<file path="src/rtl/wdt_pkg.sv">
package wdt_pkg;
  localparam int IVL_W    = 4;
  localparam int BASE_EXP = 9;
  localparam int CFG_W    = 8;
  localparam int CNT_W    = BASE_EXP + (1 << IVL_W) - 1;

  typedef enum logic [1:0] {
    CS_RC_TOL    = 2'b00,
    CS_RC_STRICT = 2'b01,
    CS_MAIN      = 2'b10,
    CS_SUB       = 2'b11
  } clk_src_e;

  typedef struct packed {
    logic                 stop_rst_en;
    clk_src_e             src;
    logic [IVL_W-1:0]     interval;
  } wdt_cfg_t;
endpackage

</file>
<file path="src/rtl/wdt_cfg_reg.sv">
module wdt_cfg_reg
  import wdt_pkg::*;
(
  input  logic             clk,
  input  logic             rst_n,
  input  logic             wr_en,
  input  logic [CFG_W-1:0] wr_data,
  output wdt_cfg_t         cfg,
  output logic             restart_req,
  output logic [CFG_W-1:0] rd_data
);
  wdt_cfg_t nxt;
  logic     unused_rsvd;

  assign nxt         = wdt_cfg_t'(wr_data[CFG_W-2:0]);
  assign unused_rsvd = wr_data[CFG_W-1];

  always_ff @(posedge clk) begin
    if (!rst_n)     cfg <= '0;
    else if (wr_en) cfg <= nxt;
  end

  assign restart_req = wr_en && ({nxt.src, nxt.interval} != {cfg.src, cfg.interval});
  assign rd_data     = {1'b0, cfg};

  // written bits appear in the register one cycle later
  p_write_store_r2: assert property (@(posedge clk) disable iff (!rst_n)
    wr_en |=> (rd_data[CFG_W-2:0] == $past(wr_data[CFG_W-2:0])));
endmodule

</file>
<file path="src/rtl/wdt_tick_sel.sv">
module wdt_tick_sel
  import wdt_pkg::*;
(
  input  clk_src_e src,
  input  logic     rc_tick,
  input  logic     main_tick,
  input  logic     sub_tick,
  output logic     tick
);
  always_comb begin
    unique case (src)
      CS_RC_TOL, CS_RC_STRICT: tick = rc_tick;
      CS_MAIN:                 tick = main_tick;
      default:                 tick = sub_tick;
    endcase
  end
endmodule

</file>
<file path="src/rtl/wdt_interval_counter.sv">
module wdt_interval_counter #(
  parameter int IVL_W    = 4,
  parameter int BASE_EXP = 9,
  localparam int NCODE   = 1 << IVL_W,
  localparam int CNT_W   = BASE_EXP + NCODE - 1
) (
  input  logic             clk,
  input  logic             rst_n,
  input  logic             restart,
  input  logic             tick,
  input  logic [IVL_W-1:0] interval,
  output logic             expire
);
  logic [CNT_W-1:0] count;
  logic [NCODE-1:0] at_last;
  logic             last;

  for (genvar k = 0; k < NCODE; k++) begin : g_term
    assign at_last[k] = (count == CNT_W'((64'd1 << (BASE_EXP + k)) - 64'd1));
  end

  assign last   = at_last[interval];
  assign expire = tick && last && !restart;

  always_ff @(posedge clk) begin
    if (!rst_n)       count <= '0;
    else if (restart) count <= '0;
    else if (tick)    count <= last ? '0 : count + 1'b1;
  end

  // a restart leaves the count at zero
  p_restart_clears_r4: assert property (@(posedge clk) disable iff (!rst_n)
    restart |=> (count == '0));
  // no selected tick, no movement
  p_hold_no_tick_r5: assert property (@(posedge clk) disable iff (!rst_n)
    (!tick && !restart) |=> $stable(count));
  // count never passes the selected terminal value
  p_count_bound_r9: assert property (@(posedge clk) disable iff (!rst_n)
    count <= CNT_W'((64'd1 << (BASE_EXP + int'(interval))) - 64'd1));
endmodule

</file>
<file path="src/rtl/wdt_reset_timer.sv">
module wdt_reset_timer
  import wdt_pkg::*;
(
  input  logic             clk,
  input  logic             rst_n,
  input  logic             cfg_wr_en,
  input  logic [CFG_W-1:0] cfg_wr_data,
  output logic [CFG_W-1:0] cfg_rd_data,
  input  logic             kick,
  input  logic             rc_tick,
  input  logic             main_tick,
  input  logic             sub_tick,
  input  logic             rc_freq_chg,
  input  logic             stop_entry,
  output logic             wdt_rst_req
);
  wdt_cfg_t cfg;
  logic     cfg_restart, restart, tick, expire, freq_evt, stop_evt;

  wdt_cfg_reg u_cfg (
    .clk(clk), .rst_n(rst_n), .wr_en(cfg_wr_en), .wr_data(cfg_wr_data),
    .cfg(cfg), .restart_req(cfg_restart), .rd_data(cfg_rd_data)
  );

  wdt_tick_sel u_sel (
    .src(cfg.src), .rc_tick(rc_tick), .main_tick(main_tick),
    .sub_tick(sub_tick), .tick(tick)
  );

  assign restart = kick || cfg_restart;

  wdt_interval_counter #(.IVL_W(IVL_W), .BASE_EXP(BASE_EXP)) u_cnt (
    .clk(clk), .rst_n(rst_n), .restart(restart), .tick(tick),
    .interval(cfg.interval), .expire(expire)
  );

  assign freq_evt = rc_freq_chg && (cfg.src == CS_RC_STRICT);
  assign stop_evt = stop_entry && cfg.stop_rst_en;

  always_ff @(posedge clk) begin
    if (!rst_n) wdt_rst_req <= 1'b0;
    else        wdt_rst_req <= expire || freq_evt || stop_evt;
  end

  // terminal tick raises the request next cycle
  p_timeout_req_r3: assert property (@(posedge clk) disable iff (!rst_n)
    expire |=> wdt_rst_req);
  // strict RC mode reacts to a frequency change
  p_freq_req_r7: assert property (@(posedge clk) disable iff (!rst_n)
    (rc_freq_chg && cfg_rd_data[5:4] == 2'b01) |=> wdt_rst_req);
  // stop entry with the enable set
  p_stop_req_r8: assert property (@(posedge clk) disable iff (!rst_n)
    (stop_entry && cfg_rd_data[6]) |=> wdt_rst_req);
endmodule

</file>
<file path="config.mk">
export PLATFORM = sky130hd
export DESIGN_NAME = wdt_reset_timer
export DESIGN_NICKNAME = d
export VERILOG_FILES = /design/src/rtl/wdt_pkg.sv /design/src/rtl/wdt_cfg_reg.sv /design/src/rtl/wdt_tick_sel.sv /design/src/rtl/wdt_interval_counter.sv /design/src/rtl/wdt_reset_timer.sv
export SDC_FILE = /design/constraint.sdc
export NUM_CORES = 1
export LEC_CHECK = 0
export BUFFER_PORTS_ARGS = -buffer_cell sky130_fd_sc_hd__buf_2
export CAP_MARGIN = 20
export CORE_UTILIZATION = 55
export DETAILED_ROUTE_END_ITERATION = 8
export PLACE_DENSITY_LB_ADDON = 0.3
export SYNTH_ARGS = -nofsm -noshare
export SYNTH_HDL_FRONTEND = slang
export SYNTH_HIERARCHICAL = 1
export SYNTH_SLANG_ARGS = --single-unit
</file>
<file path="constraint.sdc">
create_clock -name clk -period 2.1 [get_ports clk]
set_input_delay 0.21 -clock clk [delete_from_list [all_inputs] [get_ports clk]]
set_output_delay 0.21 -clock clk [all_outputs]
set_load 0.02 [all_outputs]
</file>
# Word level (Yosys, flattened, before mapping)
# Index checks and enable logic that the tools add are counted.
[word_totals] latch_bits=0 ff_bits=32 output_inout_bits=9 wordCells=43 input_bits=17 mem_bits_ro=0 memories=0 ramBits=0
[classes] n_shift=0 reduce_logical=12 multipliers=0 muxes=4 n_eq_ne=19 magnitude_cmp=1 addsub=1 bitwise=1 div_mod_pow=0
[ops] op="$add A24 B1 Y24 const B" n=1
[ops] op="$eq A24 B10 Y1 const B" n=1
[ops] op="$eq A24 B11 Y1 const B" n=1
[ops] op="$eq A24 B12 Y1 const B" n=1
[ops] op="$eq A24 B13 Y1 const B" n=1
[ops] op="$eq A24 B14 Y1 const B" n=1
[ops] op="$eq A24 B15 Y1 const B" n=1
[ops] op="$eq A24 B16 Y1 const B" n=1
[ops] op="$eq A24 B17 Y1 const B" n=1
[ops] op="$eq A24 B18 Y1 const B" n=1
[ops] op="$eq A24 B19 Y1 const B" n=1
[ops] op="$eq A24 B20 Y1 const B" n=1
[ops] op="$eq A24 B21 Y1 const B" n=1
[ops] op="$eq A24 B22 Y1 const B" n=1
[ops] op="$eq A24 B23 Y1 const B" n=1
[ops] op="$eq A24 B24 Y1 const B" n=1
[ops] op="$eq A24 B9 Y1 const B" n=1
[ops] op="$mux W24" n=1
[ops] op="$ne A6 B6 Y1" n=1
[ops] op="$logic_and A1 B1 Y1" n=5
[ops] op="$lt A4 B5 Y1 const B" n=1
[ops] op="$bmux W1 S4" n=1
[ops] op="$reduce_or A2 Y1" n=2
[ops] op="$logic_or A1 B1 Y1" n=3
[ops] op="other kinds (7)" n=7

# Depth between registers and ports, before layout
# Gate-level depths: netlist (run 1).
[depth] ltp_word=7 ltp_mapped=8 ltp_nobuf=8

# Modules after synthesis
# The synthesis (run 1) kept the hierarchy.
[modules_own_cells] module="wdt_interval_counter" cells_each=161 seq_area_each_um2=480.5 instances=1 area_per_inst_um2=1368.8
[modules_own_cells] module="wdt_cfg_reg" cells_each=39 seq_area_each_um2=140.1 instances=1 area_per_inst_um2=392.9
[modules_own_cells] module="wdt_reset_timer" cells_each=5 seq_area_each_um2=20.0 instances=1 area_per_inst_um2=46.3
[modules_own_cells] module="wdt_tick_sel" cells_each=3 seq_area_each_um2=0.0 instances=1 area_per_inst_um2=18.8

# Least setup slack after synthesis (run 1)
# Ideal clock, no wire load.
[synth_timing] path_type="register to register" startpoint="reg u_cnt.count[23]" endpoint="reg wdt_rst_req" setup_time_ns=0.070 synth_period_minus_slack_ns=1.929 path_slack_ns=0.171 path_stages_with_launch=8 t_required_ns=2.030 arrival_time_ns=1.859 path_buffers=0 path_cell_list="dfxtp_1 or4_1 or3_1 a31oi_2 o211ai_1 a211oi_1 a21oi_1 a21boi_1"
[synth_via] elab_chain_len=7 elab_cells_between_ends=22 cone_classes="eq/ne: 16; mux: 2; reduce/logical: 4"
[synth_rtl] element="start, declared" line="wdt_interval_counter.sv:14" text="logic [CNT_W-1:0] count;"
[synth_rtl] element="start signal, assigned" line="wdt_interval_counter.sv:28" text="else if (tick) count <= last ? '0 : count + 1'b1;"
[synth_rtl] element="$eq A24 B9 Y1, or another cell as far along" line="wdt_interval_counter.sv:19" text="assign at_last[k] = (count == CNT_W'((64'd1 << (BASE_EXP + k)) - 64'd1));"
[synth_rtl] element="$bmux W1 S4 (*)" line="wdt_interval_counter.sv:22" text="assign last = at_last[interval];"
[synth_rtl] element="$mux W1 (implied by the code) (*)" line="wdt_interval_counter.sv:22"
[synth_rtl] element="$logic_and A1 B1 Y1 (*) (2 in a row)" line="wdt_interval_counter.sv:23" text="assign expire = tick && last && !restart;"
[synth_rtl] element="net expire" line="wdt_reset_timer.sv:18" text="logic cfg_restart, restart, tick, expire, freq_evt, stop_evt;"
[synth_rtl] element="$logic_or A1 B1 Y1 (*) (2 in a row)" line="wdt_reset_timer.sv:42" text="else wdt_rst_req <= expire || freq_evt || stop_evt;"
[synth_rtl] element="end signal, assigned" line="wdt_reset_timer.sv:42"
[synth_rtl] element="end, declared" line="wdt_reset_timer.sv:15" text="output logic wdt_rst_req"
# The timed path passes the listed nets; every way through them passes the cells marked *. The select of a mux whose other input is x is not followed.
# A chain may end at the register's enable or synchronous reset.

# Final worst setup path (run 1)
# Same ends and word-level chain as after synthesis.

==> flow_metrics.tcl, run 1 <==
set metrics [dict create \
    fmaxAchievable_mhz 499 \
    power.leakage_nw 0.806 \
    finalHoldViolCount 0 \
    ys_top_cells_by_area "dfxtp_1, xnor2_1, xor2_1" \
    crit_family "simple AND/OR/NAND/NOR gates" \
    synthFlopType "dfxtp_1" \
    clk_path_buf_depth 2 \
    worstPathRequired_ns 2.37 \
    report.power.total_mw 1.15 \
    synth-compound-area-share 0.0740 \
    io_pins 26 \
    async_reset_ff_frac 0 \
    coreArea_sq_mm 0.00310 \
    portBuffers 23 \
    syn_avg_cell_area_sq_um 8.78 \
    layout_min_cycle_time_ns 2.00 \
    dieWidth_um 59.6 \
    vdd_drop_max_v 0.000464 \
    synthesis.area_sq_mm 0.00183 \
    r2r_end "wdt_rst_req$_SDFF_PN0_" \
    setup_violations 0 \
    grt_pass1_vias 1390 \
    whs_path_depth 3 \
    synth_top_family_by_area "simple AND/OR/NAND/NOR gates" \
    combPwrFrac 0.110 \
    yosysSeqAreaShare 0.351 \
    hold_path.class "in -> reg" \
    cts-root-buf "clkbuf_4" \
    seq_area_sq_um 642 \
    synth_cell_types 44 \
    cts_hold_buf 0 \
    drt_wl_total_um 3640 \
    antenna_cells 0 \
    cts_made_buffers 5 \
    drive_gt1_frac 0.251 \
    finish.utilization 0.682 \
    path_class "reg -> reg" \
    cts_max_level 2 \
    drt_iter0_drc 109 \
    post-cts-setup-buffers 0 \
    gp_congestion 0.813 \
    vias 1519 \
    yosysMostFrequentCell "dfxtp_1" \
    drv_cap 0 \
    p_sw_frac 0.247 \
    synth-seq-cells 32 \
    stdcell_count 287 \
    grt_use_total 0.231 \
    design.die.area_sq_mm 0.00356 \
    wire_per_inst_um 12.7 \
    fin_setup_tns_ns 0 \
    whs_endpoint "wdt_rst_req$_SDFF_PN0_" \
    finalCritPeriodShare 0.955 \
    vias_per_cell 5.29 \
    startpoint_type "flop" \
    synth_top_area_cell "dfxtp_1" \
    fin_skew_ns 0.00373 \
    first_pass_iters 4 \
    grt-ovfl-total 0 \
    cts_tree "built" \
    worstPathCellList "or4_4, or3_1, a31oi_2, o211ai_1, a211oi_1, a21oi_1, a21boi_1" \
    synth_mux_area_frac 0.0438 \
    synthTopCellsByCount "dfxtp_1, nor2_1, xnor2_1" \
    rows 20 \
    syn_inst 208 \
    synth_xor_area_frac 0.153 \
    multi_input_area_sq_mm 0.00108 \
    dpl.hpwl_um 2690 \
    antenna_found_initial 0 \
    synth_edf_count 0 \
    switchingPower_mw 0.284 \
    start_util 0.589 \
    p_int_mw 0.865 \
    grt_pass1_wl_um 6060 \
    pwr-share-seq 0.546 \
    postRouteAntennaNets 0 \
    synth.net_count 226 \
    dieHeight_um 59.6 \
    slowest_delay_ns 0.54 \
    status "complete, no violations" \
    cts.sinks 32 \
    min-delay-start "rc_freq_chg" \
    critPathMaxFanout 2 \
    place_inst 280 \
    synth_top_area_frac 0.351 \
    fillers 270 \
    r2r_cells 7 \
    synth-adder-area-share 0.00685 \
    pwr-share-clk 0.344 \
    critPathSlowestCell "or4_4" \
    end_kind "flop" \
    slew_viol_final 0 \
    regToRegSetupSlack_ns 0.1 \
    clk_pin_slew_ns 0.09 \
    whs_ns 0.138 \
    drc_errors 0 \
    critPathBufInv 0 \
    grt_max_degree 15 \
    arrival_ns 2.28 \
    powerDensity_mw_per_mm2 543 \
    synth-simple-area-share 0.305 \
    fin_nets 261 \
    reg2reg_from "u_cnt/count[23]$_SDFFE_PP0P_" \
    synth-warning-count 6 \
    syn_to_final_growth_pct 15.9 \
    clock_latency_ns 0.33 \
]
-- area by class of cell --
type,instances,area share
flip-flops and latches,32,0.303
multi-input cells,160,0.511
well taps,44,0.0260
repair buffers,41,0.124
inverters,3,0.00532
clock buffers,7,0.0307
-- worst min-delay path: cells and delay by family --
| kind | cells | cell delay [ns] |
|---|---|---|
| simple gates | 1 | 0.07 |
| compound gates | 1 | 0.05 |
| buf+inv | 1 | 0.10 |
-- logic make-up (layout without fill, tap and decap cells) --
group                      Yosys count  in the layout
and+or+nand+nor                    100            100
muxes                                8              8
other                                1              1
xor gates and xnor gates            32             32
DFF                                 32             32
buffers and inverters               16             51
AOI/OAI and AO/OA                   18             18
adders and majority gates            1              1
-- what timing repair did --
item                                    4_1_cts  5_1_grt
resized for setup                             0        5
endpoints found under the setup margin        0       21
endpoints found under the hold margin         0        0
-- metrics by stage --
step / instance area, sq um / setup WS (ns)
2_1_floorplan: 1830 / 0.171
3_3_place_gp: 2040 / 0.0721
3_5_place_dp: 2040 / 0.0810
4_1_cts: 2100 / 0.0474
5_1_grt: 2120 / -0.0123
6_report: 2120 / 0.0955
-- cells in the final DEF (no fill, tap or decap), types with 2 or more instances in the layout --
cell type,n
and4_1,3
nor4b_1,2
nand3_1,9
or3_1,4
mux2i_1,8
dfxtp_1,31
nor2b_1,8
o211ai_1,2
nor4_1,2
xnor2_1,17
nor2_1,30
buf_4,17
clkbuf_4,5
a21oi_1,5
nor3_1,5
nand4_1,10
clkbuf_8,2
o211ai_2,2
xor2_1,15
nand2_1,12
inv_1,3
buf_2,23
nand3b_1,2
or4_4,2
-- power groups by stage --
stage	registers (mW)	logic [mW]	clock network (mW)
finish	0.627	0.127	0.396
global route	0.629	0.139	0.436
CTS	0.627	0.126	0.406
detailed placement	0.641	0.126	0
global placement	0.641	0.123	0
floorplan	0.641	0.0916	0
-- registers in the layout, summed over array words and instances (netlist names) --
name / count
wdt_rst_req: 1
u_cnt/count: 24
u_cfg/cfg: 7
-- routing by layer --
metal | up-vias | part of all wire | global-route usage
li1 | 788 | - | -
met1 | 702 | 0.49 | 0.294
met2 | 26 | 0.47 | 0.376
met3 | 3 | 0.028 | 0.0742
met4 | 0 | 0.0085 | 0.0598
met5 | - | 0 | 0
-- how the worst max path moves through the flow --
stage | from | to | slack [ns] | depth (start not counted)
5_1_grt | u_cnt/count[23]$_SDFFE_PP0P_ | wdt_rst_req$_SDFF_PN0_ | -0.01 | 7
3_5_place_dp | u_cnt/count[23]$_SDFFE_PP0P_ | wdt_rst_req$_SDFF_PN0_ | 0.08 | 7
2_1_floorplan | u_cnt/count[23]$_SDFFE_PP0P_ | wdt_rst_req$_SDFF_PN0_ | 0.17 | 7
6_report | u_cnt/count[23]$_SDFFE_PP0P_ | wdt_rst_req$_SDFF_PN0_ | 0.1 | 7
4_1_cts | u_cnt/count[23]$_SDFFE_PP0P_ | wdt_rst_req$_SDFF_PN0_ | 0.05 | 7
3_3_place_gp | u_cnt/count[23]$_SDFFE_PP0P_ | wdt_rst_req$_SDFF_PN0_ | 0.07 | 7
No activity file was read; power rests on OpenSTA's default activity.
==> run 2, diff against run 1 <==
--- a/config.mk
+++ b/config.mk
@@ -5,10 +5,12 @@
 export SDC_FILE = /design/constraint.sdc
 export NUM_CORES = 1
 export LEC_CHECK = 0
+export ABC_AREA = 0
 export BUFFER_PORTS_ARGS = -buffer_cell sky130_fd_sc_hd__buf_2
 export CAP_MARGIN = 20
 export CORE_UTILIZATION = 55
 export DETAILED_ROUTE_END_ITERATION = 8
+export MAX_ROUTING_LAYER = met4
 export PLACE_DENSITY_LB_ADDON = 0.3
 export SYNTH_ARGS = -nofsm -noshare
 export SYNTH_HDL_FRONTEND = slang
==> run 2 against run 1 <==
Sequential share of layout area unchanged. Power is essentially flat. Flip-flop and latch count did not move. Non-clock buffer count unchanged. Wire length shrank 0.22%. Highest routed layer unchanged.
==> flow_metrics.tcl, run 2 (same netlist as run 1, synthesis figures left out) <==
set metrics [dict create \
    critPathMaxFanout 2 \
    arrival_ns 2.28 \
    dpl.hpwl_um 2690 \
    cts.sinks 32 \
    hold_path.class "in -> reg" \
    regMostFlops "u_cnt/count" \
    syn_to_final_growth_pct 15.9 \
    cts_made_buffers 5 \
    powerDensity_mw_per_mm2 543 \
    setup_ws_ns 0.0971 \
    antenna_found_initial 0 \
    grt_max_degree 15 \
    power.leakage_nw 0.806 \
    grt_use_total 0.237 \
    finalCritPeriodShare 0.954 \
    wire_per_inst_um 12.6 \
    drt_wl_total_um 3630 \
    fin_nets 261 \
    layout_min_cycle_time_ns 2.00 \
    design.die.area_sq_mm 0.00356 \
    status "complete, no violations" \
    setup_violations 0 \
    clk_path_buf_depth 2 \
    vias_per_cell 5.31 \
    dieWidth_um 59.6 \
    io_pins 26 \
    grt-ovfl-total 0 \
    vias 1523 \
    largest_register_ffs 24 \
    report.power.total_mw 1.15 \
    clk_pin_slew_ns 0.09 \
    path_class "reg -> reg" \
    antenna_cells 0 \
    slew_viol_final 0 \
    first_pass_iters 4 \
    drv_cap 0 \
    start_util 0.589 \
    worstPathRequired_ns 2.37 \
    drt_iter0_drc 98 \
    cts_tree "built" \
    startpoint_type "flop" \
    whs_ns 0.137 \
    grt_pass1_vias 1393 \
    coreArea_sq_mm 0.00310 \
    end_kind "flop" \
    rows 20 \
    dieHeight_um 59.6 \
    fin_setup_tns_ns 0 \
    fin_skew_ns 0.00286 \
    vdd_drop_max_v 0.000464 \
    finalHoldViolCount 0 \
    drive_gt1_frac 0.251 \
    drc_errors 0 \
    postRouteAntennaNets 0 \
    cts-root-buf "clkbuf_4" \
    fmaxAchievable_mhz 499 \
    regToRegSetupSlack_ns 0.1 \
    stdcell_count 287 \
    top_regs "u_cnt/count: 24 flops, u_cfg/cfg: 7 flops, wdt_rst_req: 1 flops" \
    pre_cts_slack_ns 0.0810 \
    most-common-layout-cells "dfxtp_1, nor2_1, buf_2" \
    cts_max_level 2 \
    place_inst 280 \
    post-cts-setup-buffers 0 \
    final_common_cell "dfxtp_1" \
    gp_congestion 0.826 \
    grt_pass1_wl_um 6050 \
    portBuffers 23 \
    clock_latency_ns 0.33 \
]
-- run 2: cell counts in the layout (fill, tap and decap cells not counted) --
Identical to the previous run, type by type.
-- run 2: per-stage QoR --
stage	area [sq um]	utilization
after floorplan	1830	-
after global placement	2040	0.657
after detailed placement	2040	0.657
after CTS	2100	0.678
after global routing	2120	0.682
final	2120	0.682
-- run 2: path summary, 6_finish.rpt --
path | startpoint | to | depth (start not counted)
max | u_cnt/count[23]$_SDFFE_PP0P_ | wdt_rst_req$_SDFF_PN0_ | 7
min | rc_freq_chg | wdt_rst_req$_SDFF_PN0_ | 3
max reg2reg | u_cnt/count[23]$_SDFFE_PP0P_ | wdt_rst_req$_SDFF_PN0_ | 7
min reg2reg | u_cnt/count[1]$_SDFFE_PP0P_ | u_cnt/count[1]$_SDFFE_PP0P_ | 2
-- run 2: per-layer routing --
| layer | track usage | vias to the layer above | part of all wire |
|---|---|---|---|
| li1 | - | 788 | - |
| met4 | 0.0598 | 0 | 0.0085 |
| met1 | 0.295 | 708 | 0.49 |
| met3 | 0.0721 | 3 | 0.026 |
| met5 | - | - | 0 |
| met2 | 0.376 | 24 | 0.48 |
-- run 2: area by class of cell --
class                   count  area, sq um
clock buffers               7         65.1
fillers                   270          986
inverters                   3         11.3
multi-input cells         160         1080
flip-flops and latches     32          642
well taps                  44         55.1
repair buffers             41          263
-- run 2: repair_timing --
item | CTS | global route
endpoints found under the hold margin | 0 | 0
endpoints found under the setup margin | 0 | 21
resized for setup | 0 | 5
hold buffers | 0 | 0
-- run 2: worst max-delay path, cell delays in order (launching register included) --
cell and delay (ns):
dfxtp_1 0.33, or4_4 0.54, or3_1 0.34, a31oi_2 0.20, o211ai_1 0.14, a211oi_1 0.22, a21oi_1 0.06, a21boi_1 0.13
-- run 2: where the power goes --
group | switching (mW) | internal, mW | leakage (nW)
Sequential | 0.0109 | 0.616 | 0.260
Combinational | 0.0673 | 0.0593 | 0.510
Clock | 0.206 | 0.190 | 0.0374
Total | 0.284 | 0.865 | 0.806
==> run 3, diff against run 2 <==
==> constraint.sdc (replaced) <==
create_clock -name clk -period 2.1 [get_ports clk]
set_input_delay 0.42 -clock clk [delete_from_list [all_inputs] [get_ports clk]]
set_output_delay 0.42 -clock clk [all_outputs]
set_load 0.02 [all_outputs]
==> run 3 against run 2 <==
Via count is 2.5% higher. Largest power group unchanged. Sequential power barely moved. Utilization increased by 0.48 points. Global-route usage up 0.93 points.
==> flow_metrics.tcl, run 3 (same netlist as run 1, synthesis figures left out) <==
set metrics [dict create \
    drv_cap 0 \
    first_pass_iters 4 \
    wire_per_inst_um 12.8 \
    place_inst 280 \
    clk_pin_slew_ns 0.09 \
    dieHeight_um 59.6 \
    end_kind "flop" \
    arrival_ns 2.28 \
    dieWidth_um 59.6 \
    reg2reg_from "u_cnt/count[23]$_SDFFE_PP0P_" \
    design.die.area_sq_mm 0.00356 \
    startpoint_type "flop" \
    fin_skew_ns 0.00558 \
    grt_pass1_wl_um 6340 \
    top_regs "u_cnt/count: 24 flops, u_cfg/cfg: 7 flops, wdt_rst_req: 1 flops" \
    vias 1561 \
    io_pins 26 \
    portBuffers 23 \
    cts_hold_buf 0 \
    whs_endpoint "u_cfg/cfg[6]$_SDFFE_PN0P_" \
    cts_tree "built" \
    start_util 0.589 \
    finalHoldViolCount 0 \
    status "complete, no violations" \
    stdcell_count 289 \
    hold_path.class "in -> reg" \
    grt-ovfl-total 0 \
    drt_wl_total_um 3690 \
    fmaxAchievable_mhz 498 \
    vias_per_cell 5.40 \
    final_common_cell "dfxtp_1" \
    regToRegSetupSlack_ns 0.09 \
    antenna_found_initial 0 \
    slew_viol_final 0 \
    layout_min_cycle_time_ns 2.01 \
    rows 20 \
    power.leakage_nw 0.803 \
    postRouteAntennaNets 0 \
    syn_to_final_growth_pct 16.7 \
    post-route-cell-area_sq_mm 0.00213 \
    drive_gt1_frac 0.261 \
    drc_errors 0 \
    powerDensity_mw_per_mm2 525 \
    setup_violations 0 \
    clk_path_buf_depth 2 \
    most-common-layout-cells "dfxtp_1, nor2_1, buf_2" \
    clock_latency_ns 0.33 \
    grt_use_total 0.247 \
    min-delay-start "cfg_wr_data[6]" \
    drt_iter0_drc 79 \
    finalCritPeriodShare 0.956 \
    antenna_cells 0 \
    fin_nets 262 \
    grt_max_degree 15 \
    dpl.hpwl_um 2730 \
    cts_made_buffers 5 \
    gp_congestion 0.812 \
    rsz0062_at_grt "no" \
    fin_setup_tns_ns 0 \
    worstPathRequired_ns 2.37 \
    dpl_cell_area_sq_mm 0.00204 \
    whs_path_depth 3 \
    grt_pass1_vias 1498 \
    vdd_drop_max_v 0.000415 \
    cts_max_level 2 \
    cts.sinks 32 \
    r2r_cells 7 \
    path_class "reg -> reg" \
    cts-root-buf "clkbuf_4" \
    largest_register_ffs 24 \
    coreArea_sq_mm 0.00310 \
    critPathMaxFanout 2 \
    r2r_end "wdt_rst_req$_SDFF_PN0_" \
    regMostFlops "u_cnt/count" \
]
==> run 3: changes by cell type in the layout (fill, tap and decap cells not counted), sizes merged <==
cell | before | now
clkbuf | 7 | 8
buf | 41 | 42
==> run 3: worst max-delay path, stage by stage, from the launching register on <==
cell	delay, ns
dfxtp_1	0.33
or4_4	0.55
or3_1	0.33
a31oi_2	0.20
o211ai_1	0.15
a211oi_2	0.20
a21oi_1	0.06
a21boi_1	0.13
==> run 3: area by class of cell <==
class                   instances  area (sq um)
multi-input cells             160          1090
fillers                       300           971
flip-flops and latches         32           642
repair buffers                 42           270
clock buffers                   8          58.8
well taps                      44          55.1
inverters                       3          11.3
==> run 3: how the worst max path moves through the flow <==
stage,start,endpoint,slack [ns]
global placement,u_cnt/count[23]$_SDFFE_PP0P_,wdt_rst_req$_SDFF_PN0_,0.03
floorplan,u_cnt/count[23]$_SDFFE_PP0P_,wdt_rst_req$_SDFF_PN0_,0.17
finish,u_cnt/count[23]$_SDFFE_PP0P_,wdt_rst_req$_SDFF_PN0_,0.09
global route,u_cnt/count[23]$_SDFFE_PP0P_,wdt_rst_req$_SDFF_PN0_,0.007
CTS,u_cfg/cfg[0]$_SDFFE_PN0P_,u_cnt/count[0]$_SDFFE_PP0P_,0.003
detailed placement,u_cnt/count[23]$_SDFFE_PP0P_,wdt_rst_req$_SDFF_PN0_,0.03
==> run 3: metal layers <==
layer	track usage	up-vias	share of wire	wire (um)
li1	-	789	-	-
met1	0.298	726	0.47	1730
met2	0.404	38	0.47	1740
met3	0.0524	8	0.044	164
met4	0.0897	0	0.014	53
met5	-	-	0	0
==> run 3: repair_timing <==
item	in CTS	in global routing
endpoints found under the setup margin	1	24
resized for setup	0	8
gates cloned	0	0
pin swaps	1	1
buffers inserted	0	1
==> run 3: where the power goes <==
part | switching (mW) | total, mW | internal (mW) | leakage (nW)
logic | 0.0690 | 0.128 | 0.0594 | 0.511
registers | 0.0115 | 0.628 | 0.616 | 0.260
clock network | 0.198 | 0.363 | 0.165 | 0.0326
==> run 3: per-stage QoR <==
stage / utilization / hold WS [ns] / setup slack, ns / total power, mW
after floorplan: - / 0.469 / 0.171 / 0.733
after global placement: 0.657 / 0.487 / 0.0310 / 0.764
after detailed placement: 0.657 / 0.500 / 0.0264 / 0.767
after CTS: 0.676 / 0.341 / 0.00278 / 1.13
after global routing: 0.687 / 0.361 / 0.00654 / 1.17
final: 0.687 / 0.343 / 0.0927 / 1.12
